**src/rtl/sharedCoordPkg.sv**
```systemverilog
package sharedCoordPkg;
  // Width of a thread number carried from control to datapath (up to 16 threads)
  localparam int SEL_W = 4;

  typedef enum logic {
    ST_SCAN = 1'b0,
    ST_WAIT = 1'b1
  } coordState_e;

  // Strobes from the control FSM to the storage datapath
  typedef struct packed {
    logic             wrEn;
    logic [SEL_W-1:0] wrSel;
  } coordStrobe_t;
endpackage

```
**src/rtl/coordPick.sv**
```systemverilog
module coordPick
  import sharedCoordPkg::*;
#(
  parameter int N = 4
) (
  input  logic [N-1:0]     cand,
  output logic             found,
  output logic [N-1:0]     winOneHot,
  output logic [SEL_W-1:0] winIdx
);
  // Ripple of "some lower-numbered candidate exists"
  logic [N:0] lowerAny;
  assign lowerAny[0] = 1'b0;

  generate
    for (genvar i = 0; i < N; i++) begin : g_chain
      assign winOneHot[i]   = cand[i] & ~lowerAny[i];
      assign lowerAny[i+1]  = lowerAny[i] | cand[i];
    end
  endgenerate

  assign found = lowerAny[N];

  always_comb begin
    winIdx = '0;
    for (int i = 0; i < N; i++) begin
      if (winOneHot[i]) winIdx = winIdx | SEL_W'(i);
    end
  end
endmodule

```
**src/rtl/coordCtrl.sv**
```systemverilog
module coordCtrl
  import sharedCoordPkg::*;
#(
  parameter int N = 4
) (
  input  logic         clk,
  input  logic         rst,
  input  logic [N-1:0] reqVec,
  output coordStrobe_t strobe,
  output logic [N-1:0] ackVec
);
  coordState_e      state;
  logic [N-1:0]     blockVec;
  logic [N-1:0]     eligible;
  logic [N-1:0]     winOneHot;
  logic [SEL_W-1:0] winIdx;
  logic             found;
  logic             grant;

  // A served thread stays excluded until its request is seen low
  assign eligible = reqVec & ~blockVec;

  coordPick #(.N(N)) u_pick (
    .cand      (eligible),
    .found     (found),
    .winOneHot (winOneHot),
    .winIdx    (winIdx)
  );

  assign grant = (state == ST_SCAN) && found;

  always_comb begin
    strobe.wrEn  = grant;
    strobe.wrSel = winIdx;
  end

  always_ff @(posedge clk) begin
    if (rst) begin
      state    <= ST_SCAN;
      ackVec   <= '0;
      blockVec <= '0;
    end else begin
      blockVec <= (blockVec & reqVec) | (grant ? winOneHot : '0);
      if (state == ST_WAIT) begin
        state  <= ST_SCAN;
        ackVec <= '0;
      end else if (found) begin
        state  <= ST_WAIT;
        ackVec <= winOneHot;
      end
    end
  end
endmodule

```
**src/rtl/coordDatapath.sv**
```systemverilog
module coordDatapath
  import sharedCoordPkg::*;
#(
  parameter int N      = 4,
  parameter int ROWS   = 6,
  parameter int COLS   = 7,
  parameter int DATA_W = 32,
  parameter int ROW_W  = 3,
  parameter int COL_W  = 3
) (
  input  logic                  clk,
  input  logic                  rst,
  input  coordStrobe_t          strobe,
  input  logic [N*DATA_W-1:0]   dataFlat,
  input  logic [N*ROW_W-1:0]    rowFlat,
  input  logic [N*COL_W-1:0]    colFlat,
  input  logic [ROW_W-1:0]      rdRow,
  input  logic [COL_W-1:0]      rdCol,
  output logic [DATA_W-1:0]     rdData
);
  logic [DATA_W-1:0] cells [ROWS][COLS];
  logic [DATA_W-1:0] selData;
  logic [ROW_W-1:0]  selRow;
  logic [COL_W-1:0]  selCol;
  logic              wrInRange;
  logic              rdInRange;

  // Route the granted thread's fields to the write port
  always_comb begin
    selData = '0;
    selRow  = '0;
    selCol  = '0;
    for (int t = 0; t < N; t++) begin
      if (strobe.wrSel == SEL_W'(t)) begin
        selData = dataFlat[t*DATA_W +: DATA_W];
        selRow  = rowFlat[t*ROW_W +: ROW_W];
        selCol  = colFlat[t*COL_W +: COL_W];
      end
    end
  end

  assign wrInRange = ({1'b0, selRow} < (ROW_W+1)'(ROWS)) &&
                     ({1'b0, selCol} < (COL_W+1)'(COLS));
  assign rdInRange = ({1'b0, rdRow} < (ROW_W+1)'(ROWS)) &&
                     ({1'b0, rdCol} < (COL_W+1)'(COLS));

  always_ff @(posedge clk) begin
    if (rst) begin
      for (int r = 0; r < ROWS; r++) begin
        for (int c = 0; c < COLS; c++) begin
          cells[r][c] <= '0;
        end
      end
    end else if (strobe.wrEn && wrInRange) begin
      cells[selRow][selCol] <= selData;
    end
  end

  assign rdData = rdInRange ? cells[rdRow][rdCol] : '0;
endmodule

```
**src/rtl/sharedWriteCoord.sv**
```systemverilog
module sharedWriteCoord
  import sharedCoordPkg::*;
#(
  parameter  int N      = 4,
  parameter  int ROWS   = 6,
  parameter  int COLS   = 7,
  parameter  int DATA_W = 32,
  localparam int ROW_W  = $clog2(ROWS),
  localparam int COL_W  = $clog2(COLS)
) (
  input  logic                clk,
  input  logic                rst,
  input  logic [N-1:0]        reqVec,
  input  logic [N*DATA_W-1:0] dataFlat,
  input  logic [N*ROW_W-1:0]  rowFlat,
  input  logic [N*COL_W-1:0]  colFlat,
  output logic [N-1:0]        ackVec,
  input  logic [ROW_W-1:0]    rdRow,
  input  logic [COL_W-1:0]    rdCol,
  output logic [DATA_W-1:0]   rdData
);
  coordStrobe_t strobe;

  coordCtrl #(.N(N)) u_ctrl (
    .clk    (clk),
    .rst    (rst),
    .reqVec (reqVec),
    .strobe (strobe),
    .ackVec (ackVec)
  );

  coordDatapath #(
    .N(N), .ROWS(ROWS), .COLS(COLS), .DATA_W(DATA_W),
    .ROW_W(ROW_W), .COL_W(COL_W)
  ) u_dp (
    .clk      (clk),
    .rst      (rst),
    .strobe   (strobe),
    .dataFlat (dataFlat),
    .rowFlat  (rowFlat),
    .colFlat  (colFlat),
    .rdRow    (rdRow),
    .rdCol    (rdCol),
    .rdData   (rdData)
  );
endmodule

```
**config.mk**
```make
export PLATFORM = sky130hd
export DESIGN_NAME = sharedWriteCoord
export DESIGN_NICKNAME = d
export VERILOG_FILES = /design/src/rtl/sharedCoordPkg.sv /design/src/rtl/coordPick.sv /design/src/rtl/coordCtrl.sv /design/src/rtl/coordDatapath.sv /design/src/rtl/sharedWriteCoord.sv
export SDC_FILE = /design/constraint.sdc
export NUM_CORES = 2
export LEC_CHECK = 0
export ABC_AREA = 1
export BUFFER_PORTS_ARGS = -buffer_cell sky130_fd_sc_hd__buf_2
export CAP_MARGIN = 20
export CORE_MARGIN = 1
export CORE_UTILIZATION = 53
export DETAILED_ROUTE_END_ITERATION = 10
export PLACE_DENSITY = 0.75
export SETUP_SLACK_MARGIN = 0.1
export SLEW_MARGIN = 20
export SYNTH_ARGS = -nofsm -noshare
export SYNTH_HDL_FRONTEND = slang
export SYNTH_SLANG_ARGS = --single-unit
```
**constraint.sdc**
```tcl
create_clock -name clk -period 3.8 [get_ports clk]
set_input_delay 0.76 -clock clk [delete_from_list [all_inputs] [get_ports clk]]
set_output_delay 0.76 -clock clk [all_outputs]
set_load 0.1 [all_outputs]
```
# Yosys cells after proc, flatten, opt, wreduce, memory -nomap -nowiden
# Memories as Yosys holds them, arrays and structs flattened.
# Index checks and enable logic that the tools add are counted.
classes:
  n_addsub: 0
  mul: 0
  div: 0
  order_cmp: 7
  eq_ne: 3
  shift: 0
  mux: 31
  bitwise_logic: 16
  reduce_logical: 8
op_table:
  columns: ["cell", "n"]
  rows:
  - ["two-way mux 224 bit", 3]
  - ["two-way mux 32 bit", 8]
  - ["OR reduction 224 bit", 1]
  - ["binary-select mux 32 bit (select 3 bit)", 1]
  - ["demux 32 bit (select 3 bit)", 1]
  - ["two-way mux 3 bit", 9]
  - ["less-than comparator 3 bit, second input constant", 4]
  - ["bitwise AND 4 bit", 2]
  - ["greater-or-equal comparator 4 bit, second input constant", 2]
  - ["NOT 3 -> 4 bit", 2]
  - ["two-way mux 1 bit", 6]
  - ["logical AND 1 bit", 5]
  - ["equality test 2 bit, second input constant", 2]
  - ["zero test 4 bit", 1]
  - ["less-than comparator 4 x 1 -> 1 bit, second input constant", 1]
  - ["two-way mux 2 bit", 2]
  - ["two-way mux 4 bit", 1]
  - ["NOT 1 bit", 4]
  - ["NOT 4 bit", 1]
  - ["bitwise OR 4 bit", 1]
  - ["bitwise AND 1 bit", 3]
  - ["bitwise OR 1 bit", 3]
  - ["equality test 2 x 1 -> 1 bit, second input constant", 1]
  - ["OR reduction 2 bit", 1]
word_totals:
  reg_bits: 9
  latch_bits: 0
  ramBits: 1344
  rom_bits: 0
  inputBits: 164
  out_inout_bits: 36
  elab_cells: 69
  mem_count: 1
memory_table:
  columns: ["memory", "depth", "width", "rd", "rd_ports_with_merged_regs", "write_ports", "line", "rtl"]
  rows:
  - ["u_dp.cells", 6, 224, 1, 0, 6, "coordDatapath.sv:21", "logic [DATA_W-1:0] cells [ROWS][COLS];"]

# Depth between registers and ports, before layout
logic_depth:
  depth_word: 20
  mapped_depth: 17
  depth_no_buf: 15

# Hierarchy
# A second synthesis with hierarchy kept.
hier_totals:
  hier_cells: 7797
  hier_area_um2: 79271.0
modules_own_cells:
  columns: ["mod", "n_inst", "cells_each", "area_per_inst_um2", "seq_area_each_um2"]
  rows:
  - ["coordDatapath", 1, 7725, 78809.3, 53811.6]
  - ["coordCtrl", 1, 56, 380.4, 180.2]
  - ["coordPick", 1, 16, 81.3, 0.0]

# Least setup slack after synthesis
# Ideal clock, no wire load.
synth_timing:
  kind: "in2out"
  startpoint: "in rdRow[0]"
  endpoint: "out rdData[27]"
  arrival_ps: 3659
  required_time_ps: 3040
  path_slack_ps: -619
  path_stages: 11
  path_buffers: 5
  cell_sequence: "buf_2 -> buf_2 -> buf_2 -> buf_2 -> clkbuf_1 -> nor2_1 -> o221ai_1 -> nand3_1 -> nand2_1 -> nand2_1 -> a21oi_1"
synth_via:
  elab_chain_len: 5
  word_cells_on_any_way: 7
  classes_between: "order compare (1); mux (4); reduce/logical (1); memory (1)"
synth_lines:
  columns: ["element", "line", "rtl"]
  rows:
  - ["from (decl)", "sharedWriteCoord.sv:18", "input logic [ROW_W-1:0] rdRow,"]
  - ["memory read (6 x 224 bit)", null, null]
  - ["binary-select mux 32 bit (select 3 bit)", "coordDatapath.sv:59", "assign rdData = rdInRange ? cells[rdRow][rdCol] : '0;"]
  - ["two-way mux 32 bit (implied by the code) (2 in series)", "coordDatapath.sv:59", null]
  - ["two-way mux 32 bit (*)", "coordDatapath.sv:59", null]
  - ["to (decl)", "sharedWriteCoord.sv:20", "output logic [DATA_W-1:0] rdData"]
# Mark *: on every way between the ends. The rest lies on a longest branch, timed or not. The select of a mux whose other input is x is not followed.

# Final worst setup path
layout_timing:
  startpoint: "in rdRow[0]"
  endpoint: "out rdData[14]"
# Same word-level chain as after synthesis.

==> run_results.csv <==
group,metric,value,unit
worst_setup_path,r2r-end,"u_dp.cells[6][214]",
synthesis,syn_area,81100,um2
synthesis,synth-compound-area-share,0.0989,
synthesis,async_flop_share,0,
sta,rsz0062_at_grt,"yes",
drt,viasPerCell,6.04,
worst_setup_path,startpoint,"rdRow[0]",
synthesis,synth_area_per_cell,11.0,um2
clock_network,h-tree-depth,4,
clock_network,clock_sinks,1801,
worst_setup_path,critical_path_class,"input pin to output port",
worst_setup_path,cp-endpoint,"rdData[14]",
place,gp_congestion,0.907,
power,vdd_ir_drop_max,0.543,mV
global_routing,antenna_found_initial,3,
synthesis,netlist_instances,7379,
power,powerDensity,486,nW/um2
drt,drtIter0Drc,9581,
synthesis,synth_top_family_by_area,"simple AND/OR/NAND/NOR gates",
place,dp_hpwl,153000,um
sta,min_period_over_period,0.981,
global_routing,grt_pass1_vias,58300,
finish,drive_gt1_frac,0.208,
sta,final-hold-violation-count,0,
sta,slew_viol_final,0,
sta,layout_min_cycle_time,3730,ps
finish,area_growth,17.3,%
synthesis,synth_edf_count,1792,
drt,ant_nets,0,
sta,fmax,268,MHz
worst_setup_path,crit_slowest_cell,"o31ai_1",
power,leakage,36.2,nW
drt,routed_wirelength,251000,um
die,die_area,155000,um2
worst_setup_path,critPathLaunchType,"input pin",
worst_setup_path,arrival,2970,ps
finish,nets,8182,
drt,first_pass_iters,6,
global_routing,grt_max_degree,111,
sta,relSlewSlack,0.383,
die,ios,200,
sta,finalSetupViolCount,0,
place,dpl-instance-area,89100,um2
worst_setup_path,critPathMaxFanout,41,
sta,whs,148,ps
finish,stdcell_count,10200,
worst_setup_path,cp_cell_sequence,"buf_12 > clkinv_16 > buf_12 > buf_12 > buf_12 > buf_4 > nand2_1 > a21oi_1 > o31ai_1 > o21ai_0 > a21oi_2 > nor2_4 > buf_12",
synthesis,synth_fa_ha_area_frac,0,
sta,fin_ws,72.2,ps
worst_setup_path,critical_path_required,3040,ps
clock_network,cts_tree,"yes",
synthesis,synth-seq-area-share,0.666,
synthesis,synth_simple_gate_area_frac,0.188,
synthesis,synth_xor_area_frac,0,
die,die_x,393,um
synthesis,synth_cell_type_count,41,
place,io_buffers,199,
job,cap_violations,0,
synthesis,synth_seq_cells,1801,
global_routing,grt_usage,0.317,
finish,fin_util,0.626,
drt,wl_per_cell,24.7,um
sta,finalClockSkew,16.7,ps
status,status,"complete, no violations",
sta,worst_pin_slew,924,ps
finish,final_area,95100,um2
min_path,hold_path.class,"input pin to flip-flop",
synthesis,yosysWarningCount,0,
worst_setup_path,reg2reg_setup_slack,670,ps
drt,vias,61600,
die,row_count,143,
finish,layout_common_cells,"1792 x edfxtp_1, 1747 x nor2_1, 786 x o21ai_0",
drt,drc,0,
clock_network,cts_root_buffer,"clkbuf_16",
worst_setup_path,cp-end-kind,"output port",
global_routing,grt_pass1_wl,362000,um
die,initial_utilization,0.534,
clock_network,cts_made_buffers,179,
worst_setup_path,slowest_delay,300,ps
worst_setup_path,cpMostUsedCell,"buf_12",
global_routing,grt_overflow_total,0,
die,core,152000,um2
worst_setup_path,rr_worst_depth,10,
synthesis,synthMuxAreaShare,0.000617,
finish,layout_commonest_cell,"edfxtp_1",
place,dp_slack,-83.1,ps
clock_network,clk_latency,820,ps
place,dp_cells,9849,
clock_network,cts.clk_slew.worst_paths,60,ps
worst_setup_path,reg2reg_from,"u_ctrl.blockVec[1]",
clock_network,cts_buffer_depth,3,
die,die-height,393,um
clock_network,hold_buffers,0,
synthesis,ys.flop_type,"edfxtp_1",
[state kept, by name, summed over array words and instances, names as in the netlist]
register         cells
u_ctrl.state         1
u_ctrl.ackVec        4
u_dp.cells        1792
u_ctrl.blockVec      4
[power by group]
part	total [mW]	switching (mW)	internal, mW	leakage [nW]
registers	23.4	0.291	23.1	18.3
clock network	16.6	7.52	9.09	2.65
logic	6.24	4.54	1.70	15.2
[cell usage after synthesis (4+ instances only)]
cell type / n / area, um2
a21oi_1: 139 / 696
nand2_2: 14 / 87.6
o211ai_1: 227 / 1700
o22ai_1: 120 / 751
inv_2: 10 / 37.5
nor2_1: 1777 / 6670
buf_2: 212 / 1060
nand4_1: 36 / 225
a21boi_0: 5 / 37.5
edfxtp_1: 1792 / 53800
or2_1: 4 / 25.0
a22o_1: 18 / 158
inv_1: 130 / 488
o21ai_0: 793 / 3970
buf_6: 73 / 822
a31oi_1: 27 / 169
dfxtp_1: 9 / 180
buf_1: 37 / 139
clkbuf_1: 323 / 1210
nand2_1: 639 / 2400
or2_2: 19 / 119
nor2_2: 625 / 3910
a22oi_1: 14 / 105
mux2i_1: 5 / 50.1
a211oi_1: 6 / 45.0
nor2_8: 7 / 140
nor2_4: 7 / 78.8
o221ai_1: 27 / 236
nor3_2: 16 / 160
o31ai_1: 15 / 113
nor3_1: 5 / 25.0
nand3_1: 211 / 1060
nand2_4: 25 / 282
[critical path, delay by kind of cell]
family / cells / cell delay [ps]
AND/OR/NAND/NOR: 2 / 120
AO/OA/AOI/OAI: 4 / 830
buffers and inverters: 7 / 1180
[routing by layer]
metal  global-route usage  wire length (um)
met1                0.423             89400
met5                    0                29
met2                0.496            116000
met3               0.0560             31500
met4                0.171             14300
[metrics by stage]
stage / setup TNS, ps / power (mW)
after floorplan: -22.6 / 27.0
after global placement: -147 / 29.6
after detailed placement: -83.1 / 29.7
after CTS: 0 / 46.0
after global routing: 0 / 47.3
final: 0 / 46.2
[cells by family after synthesis]
kind of cell    Yosys count
compound gates         1396
buf+inv                 787
flops                  1801
mux                       5
other cells               1
simple gates           3389
[repair_timing]
item	in CTS	in global routing
endpoints found under the hold margin	0	0
setup endpoints to repair	14	30
cloned	0	10
buffers inserted	0	8
pin swaps	2	10
resized for setup	14	50
[cell type report]
type	instances	area (um2)
flip-flops and latches	1801	54000
clock inverters	105	639
inverters	142	579
repair buffers	656	7030
clock buffers	224	4740
fillers	11500	56900
diodes	1	2.50
well taps	2030	2540
multi-input cells	5238	25500
[worst min-delay path by stage]
stage,start,end,cells past startpoint
after floorplan,u_ctrl.blockVec[1],u_ctrl.blockVec[1],2
after global placement,u_ctrl.ackVec[1],u_ctrl.ackVec[1],2
after detailed placement,u_ctrl.ackVec[2],u_ctrl.ackVec[2],2
after CTS,rst,u_ctrl.blockVec[3],2
after global routing,rst,u_ctrl.blockVec[3],2
final,rst,u_ctrl.blockVec[3],2
Power figures use the tool's default switching activity.
